[src/rtl/lcd_sync_gen.sv]
module lcd_sync_gen #(
  parameter int DIVW = 16,
  parameter int DW = 16,
  parameter int FW = 32,
  parameter int unsigned DEF_DIV = 0,
  parameter int unsigned DEF_LINE = 525,
  parameter int unsigned DEF_HSW = 41,
  parameter int unsigned DEF_HDLY = 43,
  parameter int unsigned DEF_HCNT = 480,
  parameter int unsigned DEF_VDLY = 12,
  parameter int unsigned DEF_VCNT = 272,
  parameter int unsigned DEF_FSW = 5250,
  parameter int unsigned DEF_FSP = 150150
) (
  input  logic        clk,
  input  logic        rst_n,
  input  logic        cfg_we,
  input  logic [3:0]  cfg_addr,
  input  logic [31:0] cfg_wdata,
  input  logic        pix_valid,
  input  logic [23:0] pix_data,
  output logic        pix_ready,
  output logic        lcd_pclk,
  output logic        lcd_hsync,
  output logic        lcd_vsync,
  output logic        lcd_de,
  output logic [23:0] lcd_data,
  output logic        underflow
);
  logic en_q, m18_q;
  logic [DIVW-1:0] div_q, div_cnt;
  logic [DW-1:0] line_q, hsw_q, hdly_q, hcnt_q, vdly_q, vcnt_q;
  logic [FW-1:0] fsw_q, fsp_q;
  logic [DW-1:0] h_cnt, v_cnt;
  logic [FW-1:0] f_cnt;
  logic pclk_q, hs_q, vs_q, de_q, und_q;
  logic [23:0] dat_q;

  wire wr_ctrl = cfg_we && (cfg_addr == 4'd0);
  wire en_nxt = wr_ctrl ? cfg_wdata[0] : en_q;
  wire en_rise = en_nxt && !en_q;
  wire hit = (div_cnt == div_q);
  wire fall = en_q && hit && pclk_q;

  wire [DW:0] h_end = {1'b0, hdly_q} + {1'b0, hcnt_q};
  wire [DW:0] v_end = {1'b0, vdly_q} + {1'b0, vcnt_q};
  wire act = (h_cnt >= hdly_q) && ({1'b0, h_cnt} < h_end) &&
             (v_cnt >= vdly_q) && ({1'b0, v_cnt} < v_end);
  wire [23:0] fmt = m18_q ? {6'd0, pix_data[23:18], pix_data[15:10], pix_data[7:2]} : pix_data;

  assign pix_ready = fall && act;
  assign lcd_pclk = pclk_q;
  assign lcd_hsync = hs_q;
  assign lcd_vsync = vs_q;
  assign lcd_de = de_q;
  assign lcd_data = dat_q;
  assign underflow = und_q;

  always_ff @(posedge clk) begin
    if (!rst_n) begin
      en_q <= 1'b0;
      m18_q <= 1'b0;
      div_q <= DIVW'(DEF_DIV);
      line_q <= DW'(DEF_LINE);
      hsw_q <= DW'(DEF_HSW);
      hdly_q <= DW'(DEF_HDLY);
      hcnt_q <= DW'(DEF_HCNT);
      vdly_q <= DW'(DEF_VDLY);
      vcnt_q <= DW'(DEF_VCNT);
      fsw_q <= FW'(DEF_FSW);
      fsp_q <= FW'(DEF_FSP);
    end else if (cfg_we) begin
      case (cfg_addr)
        4'd0: begin en_q <= cfg_wdata[0]; m18_q <= cfg_wdata[1]; end
        4'd1: div_q <= cfg_wdata[DIVW-1:0];
        4'd2: line_q <= cfg_wdata[DW-1:0];
        4'd3: hsw_q <= cfg_wdata[DW-1:0];
        4'd4: hdly_q <= cfg_wdata[DW-1:0];
        4'd5: hcnt_q <= cfg_wdata[DW-1:0];
        4'd6: vdly_q <= cfg_wdata[DW-1:0];
        4'd7: vcnt_q <= cfg_wdata[DW-1:0];
        4'd8: fsw_q <= cfg_wdata[FW-1:0];
        4'd9: fsp_q <= cfg_wdata[FW-1:0];
        default: ;
      endcase
    end
  end

  always_ff @(posedge clk) begin
    if (!rst_n || !en_nxt || !en_q) begin
      div_cnt <= '0;
      pclk_q <= 1'b0;
    end else if (hit) begin
      div_cnt <= '0;
      pclk_q <= !pclk_q;
    end else begin
      div_cnt <= div_cnt + 1'b1;
    end
  end

  always_ff @(posedge clk) begin
    if (!rst_n || !en_nxt) begin
      h_cnt <= '0;
      v_cnt <= '0;
      f_cnt <= '0;
    end else if (fall) begin
      if (f_cnt == fsp_q - FW'(1)) begin
        f_cnt <= '0;
        h_cnt <= '0;
        v_cnt <= '0;
      end else begin
        f_cnt <= f_cnt + 1'b1;
        if (h_cnt == line_q - DW'(1)) begin
          h_cnt <= '0;
          v_cnt <= v_cnt + 1'b1;
        end else begin
          h_cnt <= h_cnt + 1'b1;
        end
      end
    end
  end

  always_ff @(posedge clk) begin
    if (!rst_n) begin
      hs_q <= 1'b0;
      vs_q <= 1'b0;
      de_q <= 1'b0;
      dat_q <= '0;
      und_q <= 1'b0;
    end else if (!en_nxt) begin
      hs_q <= 1'b0;
      vs_q <= 1'b0;
      de_q <= 1'b0;
      dat_q <= '0;
    end else begin
      if (en_rise) und_q <= 1'b0;
      if (fall) begin
        hs_q <= h_cnt < hsw_q;
        vs_q <= f_cnt < fsw_q;
        de_q <= act;
        dat_q <= (act && pix_valid) ? fmt : 24'd0;
        if (act && !pix_valid) und_q <= 1'b1;
      end
    end
  end
endmodule


[config.mk]
export PLATFORM = sky130hd
export DESIGN_NAME = lcd_sync_gen
export DESIGN_NICKNAME = d
export VERILOG_FILES = /design/src/rtl/lcd_sync_gen.sv
export SDC_FILE = /design/constraint.sdc
export NUM_CORES = 1
export LEC_CHECK = 0
export BUFFER_PORTS_ARGS = -buffer_cell sky130_fd_sc_hd__clkbuf_2
export CAP_MARGIN = 20
export CORE_MARGIN = 2
export CORE_UTILIZATION = 29
export CTS_CLUSTER_SIZE = 14
export DETAILED_ROUTE_END_ITERATION = 7
export GPL_TIMING_DRIVEN = 0
export SYNTH_ARGS = -nofsm -noshare
export SYNTH_HDL_FRONTEND = slang
export SYNTH_SLANG_ARGS = --single-unit
[constraint.sdc]
create_clock -name clk -period 11.2 [get_ports clk]
set_input_delay 2.24 -clock clk [delete_from_list [all_inputs] [get_ports clk]]
set_output_delay 2.24 -clock clk [all_outputs]
set_load 0.01 [all_outputs]
Yosys cells after proc, flatten, opt, wreduce, memory -nomap -nowiden. Index checks and enable logic that the tools add are counted.

Flip-flop bits (word level): 287. Output and inout port bits: 30. Word-level logic and storage cells: 90. Input port bits: 64.

Reduce and logical (&&, ||, !) cells: 32. Add/sub/neg operators: 8. Muxes and demuxes: 11. Order comparisons: 6. Equal/unequal tests: 12.

Operator list (count): 16-bit two-way mux (4); 16-bit by 1-bit adder with 16-bit output, second input constant (3); 24-bit two-way mux (2); 16-bit by 16-bit adder with 17-bit output (2); 16-bit by 17-bit < comparator with 1-bit output (2); 32-bit by 1-bit adder with 32-bit output, second input constant (1); 16-bit equality test (2); 32-bit equality test (1); 16-bit >= comparator (2); 32-bit < comparator (1); 32-bit two-way mux (1); 32-bit by 1-bit subtractor with 32-bit output, second input constant (1); 2-bit AND reduction (12); 4-bit by 3-bit equality test with 1-bit output, second input constant (4); 16-bit < comparator (1); 16-bit by 1-bit subtractor with 16-bit output, second input constant (1); 1-bit logical AND (10); 4-bit by 2-bit equality test with 1-bit output, second input constant (2); 4-bit equality test, second input constant (2); 1-bit zero test (5); 4-bit by 1-bit equality test with 1-bit output, second input constant (1); 4-bit zero test (1); 1-bit two-way mux (4); 1-bit logical OR (2); 2 further kinds (2).

Longest topological paths before layout.
Depth after elaboration: 8. Mapped depth: 22. Mapped depth without buffers: 21.

Least setup slack after synthesis. No wires, ideal clock.

Path kind: register -> output. Start: reg hdly_q[7]. End: out pix_ready. Required time: 8.960 ns. Data arrival time: 3.246 ns. Buffers on the path: 0. Setup slack: 5.714 ns. Stages on the path, launching flop included: 14. Path through: dfxtp_1 -> ha_1 -> a2111oi_0 -> o21ai_0 -> a2111oi_0 -> nor3_1 -> a21oi_1 -> xor2_1 -> ha_1 -> a21o_1 -> a21oi_1 -> o21ai_0 -> o21ai_0 -> o2111a_1.

Word-level cells in the longest chain between the ends: 6. Elaborated cells between the ends (all ways): 7. Classes of those cells: add/sub: 1; order compare: 2; reduce/logical: 4.

Ends and longest elaborated chain: start, declared (line 32) `logic [DW-1:0] line_q, hsw_q, hdly_q, hcnt_q, vdly_q, vcnt_q;`; start signal, assigned (line 66) `hdly_q <= DW'(DEF_HDLY);`; start signal, assigned (line 78) `4'd4: hdly_q <= cfg_wdata[DW-1:0];`; 16-bit by 16-bit adder with 17-bit output (line 45) `wire [DW:0] h_end = {1'b0, hdly_q} + {1'b0, hcnt_q};`; 16-bit by 17-bit < comparator with 1-bit output (line 47) `wire act = (h_cnt >= hdly_q) && ({1'b0, h_cnt} < h_end) &&`; 1-bit logical AND * (2 in series) (line 47); 1-bit logical AND * (line 48) `(v_cnt >= vdly_q) && ({1'b0, v_cnt} < v_end);`; 1-bit logical AND * (line 51) `assign pix_ready = fall && act;`; end, declared (line 22) `output logic pix_ready,`.

Every way passes the cells marked *; elsewhere a longest branch is shown, timed or not.

Worst setup path in the final report. Ends and elaborated chain as after synthesis.

==> flow_summary.yaml <==
sta:
  tightest_slew_ps: 1003
  tns_ps: 0
  rsz0062_at_grt: "false"
  final_max_slew_viol_count: 0
  min_period_ps: 7659
  fmax_mhz: 130.6
  period_share: 0.6838
  finalSetupViolCount: 0
  skew_ps: 16.02
  hold_viol: 0
  relSlewSlack: 0.3312
cts:
  cts_setup_buffers: 0
  ctsResizeCount: 0
  cts_max_level: 2
  clk_latency_ps: 540
  clkTransAtPathRegs_ps: 60
  numCtsBuffers: 35
  cts_tree: "done"
  hold_buffers: 0
  root_buffer: "clkbuf_16"
  clock_sinks: 287
  ctsLongestPathBuffers: 3
yosys:
  ys_warn_count: 0
  avgSynthCellArea_um2: 8.036
  synth_edf_count: 0
  synth_cells: 2122
  synth-async-reset-ratio: 0
  syn_nets: 2334
  synthFlopType: "dfxtp_1"
  yosysTopAreaCellShare: 0.3370
  synth_area_leaders: "dfxtp_1, ha_1, nand2_1"
  syn_area_um2: 17050
  synth.distinct_cells: 72
  ys_ff_latch: 287
  seq_area_frac_synth: 0.3370
  yosysTopAreaCell: "dfxtp_1"
floorplanning:
  placeableCoreArea_um2: 57920
  io_pins: 94
  fp.dieW_um: 246.5
  start_util: 0.2944
  num_rows: 88
  design.die.area_um2: 60750
  die_h_um: 246.5
final_layout:
  most-common-layout-cells: "nand2_1, dfxtp_1, a21boi_0"
  final_cell_area_um2: 19640
  layout_commonest_cell: "nand2_1"
  layout-drive-gt1-share: 0.07247
  fin_nets: 2454
  layout-area-overhead-vs-synth_pct: 15.15
global_route:
  track_usage: 0.1679
  grt_pass1_wl_um: 81180
  overflow: 0
  antenna_found_initial: 2
  grt_max_degree: 14
  grt_pass1_vias: 15050
drt:
  firstDrtPassIters: 5
  wl_per_cell_um: 16.89
  drt_wl_total_um: 51170
  vias: 15240
  drc: 0
  via_per_inst: 5.031
  ant_nets: 0
  drtIter0Drc: 1004
setup_path:
  cp_max_fo: 4
  arrival_ps: 5420
  required_ps: 8960
  startpoint_type: "flop"
  worstSetupPathType: "reg2out"
  rrSetupSlack_ps: 5610
  critPathCaptureType: "output port"
power_and_ir_drop:
  p_per_area_nw_per_um2: 120.4
  ir_drop_v: 0.00008695
  p_leak_nw: 7.643
place:
  dpl.hpwl_um: 38920
  placed_cell_area_um2: 18420
  gp_congestion: 0.8564
  port_buffers: 77
hold_path:
  holdCritPathClass: "reg2reg"
run:
  drv_cap: 0
outcome:
  outcome: "completed"
final timing paths:
check / from / end / depth (start not counted)
worst max-delay path: hdly_q[7] / pix_ready / 14
worst min-delay path: lcd_data[17] / lcd_data[17] / 2
worst max register to register: hdly_q[7] / lcd_data[12] / 16
worst min register to register: lcd_data[17] / lcd_data[17] / 2
state kept, by name (all words and copies together), names as in the netlist:
register   flops
vcnt_q        16
lcd_vsync      1
div_cnt       16
lcd_de         1
hdly_q        16
v_cnt         16
m18_q          1
underflow      1
f_cnt         32
h_cnt         16
lcd_pclk       1
lcd_data      24
hsw_q         16
fsp_q         32
line_q        16
lcd_hsync      1
hcnt_q        16
vdly_q        16
en_q           1
div_q         16
fsw_q         32
cell type report:
type / instances / area, um2
fillers: 6127 / 38280
multi-input cells: 1624 / 10490
flip-flops and latches: 287 / 5746
clock buffers: 45 / 996.0
well taps: 765 / 957.2
repair buffers: 83 / 422.9
plain buffers: 103 / 410.4
inverters: 108 / 405.4
clock inverters: 13 / 202.7
diodes: 2 / 5.005
metal layers:
| metal | vias to the layer above | global-route usage | part of all wire |
|---|---|---|---|
| li1 | 7569 | - | - |
| met1 | 7257 | 0.2256 | 0.47 |
| met4 | 0 | 0.05971 | 0.030 |
| met3 | 82 | 0.02059 | 0.044 |
| met2 | 335 | 0.2756 | 0.46 |
| met5 | - | 0 | 0 |
Yosys cell counts (all sizes together) (5+ instances only):
master   number
mux2i        24
buf          11
o211ai       20
a211oi       14
ha          146
or4          17
or2           7
and3         28
o21a          7
nor3b         7
xnor2        64
nand4        27
xor2         93
o21ai        76
and2          7
a211o         6
inv         108
nor3         37
nand2b       25
o2111ai       5
nor2        124
nand3        65
a21boi      150
a31oi        10
nand3b       10
o31ai         8
or3          17
nand2       433
dfxtp       287
a21o         48
clkbuf       92
nor4         25
nor2b        10
a2111oi       7
a21oi        60
power breakdown:
part / switching (mW) / internal, mW
registers: 0.00806 / 1.03
logic: 0.0815 / 0.0459
clock network: 0.458 / 0.741
total: 0.547 / 1.82
critical path, cell delays in order, from the launching register on:
cell and delay (ps):
dfxtp_1 330, ha_1 340, a2111oi_0 720, o21ai_0 380, a2111oi_0 480, nor3_1 150
a21oi_1 210, xor2_1 170, ha_1 260, a21o_1 160, a21oi_1 180, o21ai_0 90
o21ai_0 610, o2111a_1 550, clkbuf_2 250
metrics by stage:
stage / utilization / setup WS, ps / power (mW) / cells / hold slack [ps]
final: 0.3390 / 3541 / 2.364 / 3030 / 453.7
after global routing: 0.3390 / 3238 / 2.441 / 3030 / 474.9
after CTS: 0.3387 / 3580 / 2.386 / 3025 / 457.0
after detailed placement: 0.3180 / 4182 / 1.187 / 2967 / 443.7
after global placement: 0.3176 / 4232 / 1.184 / 2964 / 436.0
after floorplan: - / 5714 / 1.136 / 2122 / 439.6
logic make-up after synthesis:
kind of cell    synth area share
simple gates              0.2308
fa+ha+maj                 0.1095
xor+xnor                 0.08204
mux                      0.01541
compound gates            0.1775
buf+inv                  0.04784
flops                     0.3370
Power figures use the tool's default switching activity.
